File: src/rtl/framer_pkg.sv
package framer_pkg;
    localparam int BYTE_W = 8;
    localparam logic [BYTE_W-1:0] OPEN_B  = 8'hFE;
    localparam logic [BYTE_W-1:0] CLOSE_B = 8'hFF;
    localparam logic [BYTE_W-1:0] ESC_B   = 8'hFD;
    localparam logic [BYTE_W-1:0] RD_MARK = 8'hD0;

    typedef enum logic [1:0] {EV_OPEN, EV_CLOSE, EV_DATA, EV_BAD} ev_kind_t;

    typedef enum logic [2:0] {
        P_IDLE, P_HDR, P_RADR, P_RLEN, P_RTAIL, P_WDAT, P_DROP
    } pstate_t;

    typedef enum logic [2:0] {R_IDLE, R_OPEN, R_ADR, R_DAT, R_CLOSE} rstate_t;
endpackage

File: src/rtl/frm_rx_unstuff.sv
module frm_rx_unstuff
    import framer_pkg::*;
(
    input  logic              clk,
    input  logic              rst_n,
    input  logic              rx_valid,
    input  logic [BYTE_W-1:0] rx_data,
    output logic              ev_valid,
    output ev_kind_t          ev_kind,
    output logic [BYTE_W-1:0] ev_byte
);
    typedef struct packed {
        logic              esc;
        logic              vld;
        ev_kind_t          kind;
        logic [BYTE_W-1:0] b;
    } us_t;

    us_t us_d, us_q;

    always_comb begin
        us_d     = us_q;
        us_d.vld = 1'b0;
        if (rx_valid) begin
            if (rx_data == OPEN_B) begin
                us_d.vld  = 1'b1;
                us_d.kind = EV_OPEN;
                us_d.esc  = 1'b0;
            end else if (rx_data == CLOSE_B) begin
                us_d.vld  = 1'b1;
                us_d.kind = EV_CLOSE;
                us_d.esc  = 1'b0;
            end else if (us_q.esc) begin
                us_d.esc = 1'b0;
                us_d.vld = 1'b1;
                if (rx_data <= 8'h02) begin
                    us_d.kind = EV_DATA;
                    us_d.b    = ESC_B + rx_data;
                end else begin
                    us_d.kind = EV_BAD;
                end
            end else if (rx_data == ESC_B) begin
                us_d.esc = 1'b1;
            end else begin
                us_d.vld  = 1'b1;
                us_d.kind = EV_DATA;
                us_d.b    = rx_data;
            end
        end
    end

    always_ff @(posedge clk) begin
        if (!rst_n) us_q <= '0;
        else        us_q <= us_d;
    end

    assign ev_valid = us_q.vld;
    assign ev_kind  = us_q.kind;
    assign ev_byte  = us_q.b;

    // an escaped byte decodes only to a reserved value or is flagged bad
    assert_escape_value_R2: assert property (@(posedge clk) disable iff (!rst_n)
        (rx_valid && us_q.esc && rx_data != OPEN_B && rx_data != CLOSE_B)
        |=> (ev_valid && (ev_kind == EV_BAD || ev_byte >= ESC_B)));
endmodule

File: src/rtl/frm_cmd_parser.sv
module frm_cmd_parser
    import framer_pkg::*;
#(
    parameter logic [7:0] LAST_ADDR = 8'h6F
) (
    input  logic              clk,
    input  logic              rst_n,
    input  logic              ev_valid,
    input  ev_kind_t          ev_kind,
    input  logic [BYTE_W-1:0] ev_byte,
    input  logic              resp_busy,
    output logic              wr_en,
    output logic [BYTE_W-1:0] wr_addr,
    output logic [BYTE_W-1:0] wr_data,
    output logic              rd_start,
    output logic [BYTE_W-1:0] rd_addr,
    output logic [BYTE_W-1:0] rd_len,
    output logic              commit
);
    typedef struct packed {
        pstate_t           st;
        logic [BYTE_W-1:0] ptr;
        logic [BYTE_W-1:0] len;
        logic              commit;
    } ps_t;

    ps_t ps_d, ps_q;

    always_comb begin
        ps_d        = ps_q;
        ps_d.commit = 1'b0;
        wr_en       = 1'b0;
        rd_start    = 1'b0;
        if (ev_valid) begin
            unique case (ev_kind)
                EV_OPEN: ps_d.st = P_HDR;
                EV_BAD:  ps_d.st = (ps_q.st == P_IDLE) ? P_IDLE : P_DROP;
                EV_CLOSE: begin
                    if (ps_q.st == P_WDAT) ps_d.commit = 1'b1;
                    if (ps_q.st == P_RTAIL && !resp_busy) rd_start = 1'b1;
                    ps_d.st = P_IDLE;
                end
                default: begin
                    unique case (ps_q.st)
                        P_HDR: begin
                            if (ev_byte == RD_MARK) begin
                                ps_d.st = P_RADR;
                            end else if (ev_byte > LAST_ADDR) begin
                                ps_d.st = P_DROP;
                            end else begin
                                ps_d.ptr = ev_byte;
                                ps_d.st  = P_WDAT;
                            end
                        end
                        P_RADR: begin
                            if (ev_byte > LAST_ADDR) begin
                                ps_d.st = P_DROP;
                            end else begin
                                ps_d.ptr = ev_byte;
                                ps_d.st  = P_RLEN;
                            end
                        end
                        P_RLEN: begin
                            ps_d.len = ev_byte;
                            ps_d.st  = P_RTAIL;
                        end
                        P_RTAIL: ps_d.st = P_DROP;
                        P_WDAT: begin
                            wr_en    = 1'b1;
                            ps_d.ptr = (ps_q.ptr == LAST_ADDR) ? LAST_ADDR : ps_q.ptr + 8'd1;
                        end
                        default: ps_d.st = ps_q.st;
                    endcase
                end
            endcase
        end
    end

    always_ff @(posedge clk) begin
        if (!rst_n) ps_q <= '{st: P_IDLE, ptr: '0, len: '0, commit: 1'b0};
        else        ps_q <= ps_d;
    end

    assign wr_addr = ps_q.ptr;
    assign wr_data = ev_byte;
    assign rd_addr = ps_q.ptr;
    assign rd_len  = ps_q.len;
    assign commit  = ps_q.commit;

    assert_wr_in_range_R9: assert property (@(posedge clk) disable iff (!rst_n)
        wr_en |-> (wr_addr <= LAST_ADDR));

    assert_commit_single_R4: assert property (@(posedge clk) disable iff (!rst_n)
        commit |=> !commit);

    assert_bad_escape_blocks_R7: assert property (@(posedge clk) disable iff (!rst_n)
        (ev_valid && ev_kind == EV_BAD && ps_q.st != P_IDLE) |=> !wr_en);
endmodule

File: src/rtl/frm_resp_seq.sv
module frm_resp_seq
    import framer_pkg::*;
#(
    parameter logic [7:0] LAST_ADDR = 8'h6F
) (
    input  logic              clk,
    input  logic              rst_n,
    input  logic              rd_start,
    input  logic [BYTE_W-1:0] rd_addr,
    input  logic [BYTE_W-1:0] rd_len,
    output logic              busy,
    input  logic              grant,
    output logic [BYTE_W-1:0] fetch_addr,
    input  logic [BYTE_W-1:0] mem_rdata,
    output logic              off_valid,
    output logic              off_raw,
    output logic [BYTE_W-1:0] off_byte,
    input  logic              off_ready
);
    typedef struct packed {
        rstate_t           st;
        logic [BYTE_W-1:0] ptr;
        logic [BYTE_W-1:0] cnt;
    } rs_t;

    rs_t rs_d, rs_q;

    always_comb begin
        rs_d      = rs_q;
        off_valid = 1'b0;
        off_raw   = 1'b0;
        off_byte  = rs_q.ptr;
        unique case (rs_q.st)
            R_OPEN: begin
                off_valid = 1'b1;
                off_raw   = 1'b1;
                off_byte  = OPEN_B;
            end
            R_ADR: off_valid = 1'b1;
            R_DAT: begin
                off_valid = grant;
                off_byte  = mem_rdata;
            end
            R_CLOSE: begin
                off_valid = 1'b1;
                off_raw   = 1'b1;
                off_byte  = CLOSE_B;
            end
            default: off_valid = 1'b0;
        endcase

        if (rs_q.st == R_IDLE) begin
            if (rd_start) begin
                rs_d.ptr = rd_addr;
                rs_d.cnt = rd_len;
                rs_d.st  = R_OPEN;
            end
        end else if (off_valid && off_ready) begin
            unique case (rs_q.st)
                R_OPEN: rs_d.st = R_ADR;
                R_ADR:  rs_d.st = (rs_q.cnt == '0) ? R_CLOSE : R_DAT;
                R_DAT: begin
                    rs_d.cnt = rs_q.cnt - 8'd1;
                    rs_d.ptr = (rs_q.ptr == LAST_ADDR) ? LAST_ADDR : rs_q.ptr + 8'd1;
                    if (rs_q.cnt == 8'd1) rs_d.st = R_CLOSE;
                end
                default: rs_d.st = R_IDLE;
            endcase
        end
    end

    always_ff @(posedge clk) begin
        if (!rst_n) rs_q <= '{st: R_IDLE, ptr: '0, cnt: '0};
        else        rs_q <= rs_d;
    end

    assign busy       = (rs_q.st != R_IDLE);
    assign fetch_addr = rs_q.ptr;

    assert_rd_ptr_range_R9: assert property (@(posedge clk) disable iff (!rst_n)
        (rs_q.st == R_DAT) |-> (rs_q.ptr <= LAST_ADDR));
endmodule

File: src/rtl/frm_tx_stuff.sv
module frm_tx_stuff
    import framer_pkg::*;
(
    input  logic              clk,
    input  logic              rst_n,
    input  logic              in_valid,
    input  logic              in_raw,
    input  logic [BYTE_W-1:0] in_byte,
    output logic              in_ready,
    output logic              tx_valid,
    output logic [BYTE_W-1:0] tx_data,
    input  logic              tx_ready
);
    typedef struct packed {
        logic              hold;
        logic [BYTE_W-1:0] data;
        logic              pend;
        logic [BYTE_W-1:0] pb;
    } ts_t;

    ts_t ts_d, ts_q;

    always_comb begin
        ts_d     = ts_q;
        in_ready = !ts_q.hold || (tx_ready && !ts_q.pend);
        if (ts_q.hold && tx_ready) begin
            if (ts_q.pend) begin
                ts_d.data = ts_q.pb;
                ts_d.pend = 1'b0;
            end else begin
                ts_d.hold = 1'b0;
            end
        end
        if (in_valid && in_ready) begin
            ts_d.hold = 1'b1;
            if (!in_raw && in_byte >= ESC_B) begin
                ts_d.data = ESC_B;
                ts_d.pend = 1'b1;
                ts_d.pb   = in_byte - ESC_B;
            end else begin
                ts_d.data = in_byte;
            end
        end
    end

    always_ff @(posedge clk) begin
        if (!rst_n) ts_q <= '0;
        else        ts_q <= ts_d;
    end

    assign tx_valid = ts_q.hold;
    assign tx_data  = ts_q.data;

    assert_tx_hold_R12: assert property (@(posedge clk) disable iff (!rst_n)
        (tx_valid && !tx_ready) |=> (tx_valid && $stable(tx_data)));

    assert_escape_pair_R5: assert property (@(posedge clk) disable iff (!rst_n)
        (tx_valid && tx_ready && ts_q.pend) |=> (tx_valid && tx_data <= 8'h02));
endmodule

File: src/rtl/stuffed_cmd_framer.sv
module stuffed_cmd_framer
    import framer_pkg::*;
#(
    parameter int MEM_DEPTH = 112
) (
    input  logic       clk,
    input  logic       rst_n,
    input  logic       rx_valid,
    input  logic [7:0] rx_data,
    output logic       tx_valid,
    output logic [7:0] tx_data,
    input  logic       tx_ready,
    output logic [7:0] mem_addr,
    output logic [7:0] mem_wdata,
    output logic       mem_we,
    input  logic [7:0] mem_rdata,
    output logic       frame_done
);
    localparam logic [7:0] LAST_ADDR = 8'(MEM_DEPTH - 1);

    logic              ev_valid;
    ev_kind_t          ev_kind;
    logic [BYTE_W-1:0] ev_byte;
    logic              wr_en, rd_start, resp_busy;
    logic [BYTE_W-1:0] wr_addr, wr_data, rd_addr, rd_len, fetch_addr;
    logic              off_valid, off_raw, off_ready;
    logic [BYTE_W-1:0] off_byte;

    frm_rx_unstuff u_unstuff (
        .clk(clk), .rst_n(rst_n), .rx_valid(rx_valid), .rx_data(rx_data),
        .ev_valid(ev_valid), .ev_kind(ev_kind), .ev_byte(ev_byte)
    );

    frm_cmd_parser #(.LAST_ADDR(LAST_ADDR)) u_parser (
        .clk(clk), .rst_n(rst_n), .ev_valid(ev_valid), .ev_kind(ev_kind),
        .ev_byte(ev_byte), .resp_busy(resp_busy), .wr_en(wr_en),
        .wr_addr(wr_addr), .wr_data(wr_data), .rd_start(rd_start),
        .rd_addr(rd_addr), .rd_len(rd_len), .commit(frame_done)
    );

    frm_resp_seq #(.LAST_ADDR(LAST_ADDR)) u_seq (
        .clk(clk), .rst_n(rst_n), .rd_start(rd_start), .rd_addr(rd_addr),
        .rd_len(rd_len), .busy(resp_busy), .grant(!wr_en),
        .fetch_addr(fetch_addr), .mem_rdata(mem_rdata), .off_valid(off_valid),
        .off_raw(off_raw), .off_byte(off_byte), .off_ready(off_ready)
    );

    frm_tx_stuff u_stuff (
        .clk(clk), .rst_n(rst_n), .in_valid(off_valid), .in_raw(off_raw),
        .in_byte(off_byte), .in_ready(off_ready), .tx_valid(tx_valid),
        .tx_data(tx_data), .tx_ready(tx_ready)
    );

    // the write path owns the memory port whenever it needs it
    assign mem_we    = wr_en;
    assign mem_wdata = wr_data;
    assign mem_addr  = wr_en ? wr_addr : fetch_addr;
endmodule

File: config.mk
export PLATFORM = sky130hd
export DESIGN_NAME = stuffed_cmd_framer
export DESIGN_NICKNAME = d
export VERILOG_FILES = /design/src/rtl/framer_pkg.sv /design/src/rtl/frm_rx_unstuff.sv /design/src/rtl/frm_cmd_parser.sv /design/src/rtl/frm_resp_seq.sv /design/src/rtl/frm_tx_stuff.sv /design/src/rtl/stuffed_cmd_framer.sv
export SDC_FILE = /design/constraint.sdc
export NUM_CORES = 1
export LEC_CHECK = 0
export ABC_CLOCK_PERIOD_IN_PS = 3400
export CORE_ASPECT_RATIO = 1.25
export CORE_MARGIN = 2
export CORE_UTILIZATION = 50
export CTS_BUF_LIST = sky130_fd_sc_hd__clkbuf_8
export CTS_CLUSTER_SIZE = 30
export DETAILED_ROUTE_END_ITERATION = 10
export GPL_ROUTABILITY_DRIVEN = 0
export PLACE_DENSITY = 0.69
export SLEW_MARGIN = 15
export SYNTH_ARGS = -nofsm -noshare
export SYNTH_HDL_FRONTEND = slang
export SYNTH_SLANG_ARGS = --single-unit
File: constraint.sdc
create_clock -name clk -period 3.4 [get_ports clk]
set_input_delay 0.68 -clock clk [delete_from_list [all_inputs] [get_ports clk]]
set_output_delay 0.68 -clock clk [all_outputs]
set_load 0.02 [all_outputs]
==> impl_results.md <==
* Status: finished, final reports clean
* Vias at 4,155
* Post-layout util at 57.69%
* FFs w/ async S/R, synth at 0%
* Clock power frac at 45.4%
* FF-to-FF End: u_stuff.ts_q[7]
* Min-Delay Path Class: flip-flop to flip-flop
* Cells on worst reg2reg path at 9
* Post-CTS Setup Inserts at 0
* EDFF count, synth at 0
* Root buf cell: clkbuf_8
* Grt total ovfl at 0
* Row Count at 38
* Clock Sinks at 69
* Seq/Total Area, Yosys at 31.83%
* Max frequency at 318.5 MHz
* Iteration count of the initial detailed-routing pass at 5
* Normalized max-slew margin at 51.21%
* CP max-delay cell: clkdlybuf4s50_1
* Ys Warns at 0
* Yosys reg bits at 69
* Die height at 108.2 µm
* Routed wire length at 10,990 µm
* Unique cell type count in the Yosys netlist at 71
* Critical path buffers and inverters at 2
* Mapped Nets at 598
* Most used cell, CP: nand2_1
* PostCTS Resize Cnt at 0
* Antenna Cells at 0
* Initial DRC count at 347
* Type of element launching the critical path: flip-flop
* GR peak layer: met2
* Dpl hpwl at 7974 µm
* Vias in the first global route at 3,817
* GR Layer Usage met2 at 41.77%
* Worst Path Required at 2.72 ns
* Tot GR Track Use at 24.31%
* Crit path to: mem_addr[7]
* Tmin final at 3.139 ns
* Worst Clk Skew at 0.008336 ns
* # H-tree levels at 3
* Vias per std cell at 6.030
* Clk pin slew, worst setup/hold paths at 0.08 ns
* Post-route ant nets at 0
* Switching power at 0.4269 mW
* Cts hold-fix bufs at 0
* P&R area growth vs syn at 13.78%
* Setup TNS at 0 ns
* Clock tree buffer depth at 2
* Share of cells above drive strength 1 at 8.489%
* CP Capture Type: primary output
* Post-route DRC at 0
* Final net count at 613
* Met3 GRT Util at 4.580%
* Ports at 47
* Switching Share at 23.68%
* Max Cap Viol at 0
* Sequential power share at 46.8%
* Pwr dens at 365.2 mW/mm²
* LEAKAGE at 1.792 nW
* Critical path class: flip-flop to primary output
* Worst path cell trace: and3b_1 > nand3_1 > clkinv_1 > nand2_1 > nand2_1 > clkdlybuf4s50_1
* Initial antenna violation count at 0
* CP peak stage delay at 0.59 ns
* Slew Limit Fails at 0
* CP Depth at 6
* Worst Setup SP: u_parser.ps_q[19]
* Wire length per cell at 15.96 µm
* PnR worst setup slack at 0.2607 ns
* Syn_area_per_cell at 7.626 µm²
* Critical path's top delay family: buffers and inverters
* Initial Util at 50.70%
* Core area at 0.008558 mm²
* Syn Inst Count at 569
* VDD IR max at 0.0001892 V
* Width of the die at 87.32 µm
* Hold Vio Cnt, Final at 0
* Least-Margin Pin Slew at 0.7308 ns
* Final setup viols at 0
* Clk Latency, worst-skew pair at 0.34 ns
* Cts bufs inserted at 9
* Combinational share of power at 7.8%
* Synthesized area at 0.004339 mm²
* CP Max Fanout at 12
* Reg-to-reg setup timing slack at 0.55 ns
* Unrepaired setup endpoints after global routing: no
* Tcrit/Tclk final at 92.33%
* Worst R2R Start: u_seq.rs_q[16]
* Worst Path Arrival at 2.46 ns
* Port Buffer Count at 46
* P_int at 1.376 mW
* Top_reg_cell synth: dfxtp_1
* Largest net degree at the start of global routing at 44
* Met1 GRT Util at 30.43%
* Die area at 0.009444 mm²
* First-pass GRT wire length at 18,390 µm
* Pre-CTS setup slack at 0.4624 ns
* CTS tree: yes
==> cells in the final DEF (no fill, tap or decap), types with 7 or more instances in the layout <==
master           count
o22ai_1              7
o21ai_0             35
nor2_1              44
a211oi_1            10
buf_4               10
nand2_1             93
a21oi_1             54
dfxtp_1             69
ha_1                 9
nand3_1             20
nor3_1              15
clkbuf_8             9
inv_1               14
clkdlybuf4s50_1     46
o211ai_1             7
mux2i_1             17
and3_1               8
==> power by group through the flow <==
stage,Sequential [mW],Clock (mW),Combinational [mW]
final,0.844,0.818,0.141
after CTS,0.843,0.832,0.141
after global placement,0.861,0,0.139
after global routing,0.846,0.876,0.155
after detailed placement,0.862,0,0.141
after floorplan,0.850,0,0.0996
==> metrics by stage <==
step	power [mW]	std cells	area [µm²]	hold WS (ns)
after floorplan	0.9496	569	4339	0.4377
after global placement	1.000	673	4690	0.4473
after detailed placement	1.003	673	4690	0.4587
after CTS	1.817	689	4937	0.4718
after global routing	1.877	689	4937	0.5022
final	1.803	689	4937	0.4733
==> cell usage after synthesis, drive strengths merged (4+ instances only) <==
cell type | n | share of area, %
o31ai | 5 | 0.87
a21oi | 56 | 6.8
nor2b | 5 | 0.72
nand2 | 93 | 8.0
inv | 15 | 1.3
nor2 | 45 | 4.0
nand2b | 6 | 0.87
a31oi | 6 | 0.87
o211ai | 7 | 1.2
and3 | 8 | 1.2
a21o | 6 | 1.2
o21ai | 38 | 4.4
buf | 35 | 5.8
nand3 | 21 | 2.7
ha | 9 | 2.6
a21bo | 4 | 0.92
dfxtp | 69 | 32
nor3 | 17 | 2.1
a211oi | 11 | 2.0
clkbuf | 17 | 1.5
a311oi | 5 | 1.0
or4 | 5 | 0.87
a22oi | 4 | 0.69
mux2i | 17 | 3.9
o22ai | 7 | 1.0
or3 | 4 | 0.69
==> worst min path at each step <==
| stage | from | to | cells after the start |
|---|---|---|---|
| final | u_stuff.tx_data[2] | u_stuff.tx_data[2] | 2 |
| after global routing | u_stuff.ts_q[0] | u_stuff.ts_q[0] | 2 |
| after CTS | u_seq.rs_q[1] | u_seq.rs_q[1] | 2 |
| after detailed placement | u_stuff.ts_q[0] | u_stuff.ts_q[0] | 2 |
| after global placement | u_stuff.ts_q[0] | u_stuff.ts_q[0] | 2 |
| after floorplan | u_stuff.ts_q[0] | u_stuff.ts_q[0] | 2 |
==> tightest hold or removal path, stage by stage, from the launching register on <==
cell	delay, ns
dfxtp_1	0.31
nand3_1	0.06
a21oi_1	0.06
==> routing by layer <==
metal / vias to the layer above / share of wire [%]
met3: 20 / 4.2
met4: 0 / 2.3
met2: 137 / 50
met5: - / 0
li1: 2084 / -
met1: 1914 / 43
==> cell families after synthesis <==
kind of cell,synth area share [%]
simple gates,24.77
buf+inv,8.650
xor+xnor,0.8075
compound gates,27.42
flops,31.83
fa+ha+maj,2.595
mux,3.921
==> sequential cells by signal, summed over array words and instances (netlist names) <==
signal	count
u_stuff.tx_valid	1
u_stuff.ts_q	9
u_parser.ps_q	3
u_parser.rd_len	8
u_unstuff.ev_byte	8
u_unstuff.ev_valid	1
u_parser.rd_addr	8
u_parser.commit	1
u_seq.fetch_addr	8
u_unstuff.ev_kind	2
u_unstuff.us_q	1
u_stuff.tx_data	8
u_seq.rs_q	11
==> layout make-up <==
cell class | instances | area [µm²]
Clock buffer | 9 | 123.9
Clock inverter | 7 | 123.9
Fill cell | 782 | 3621
Inverter | 16 | 60.06
Multi-Input combinational cell | 432 | 2587
Sequential cell | 69 | 1381
Tap cell | 100 | 125.1
Timing Repair Buffer | 56 | 535.5
No activity file was read; power rests on OpenSTA's default activity.
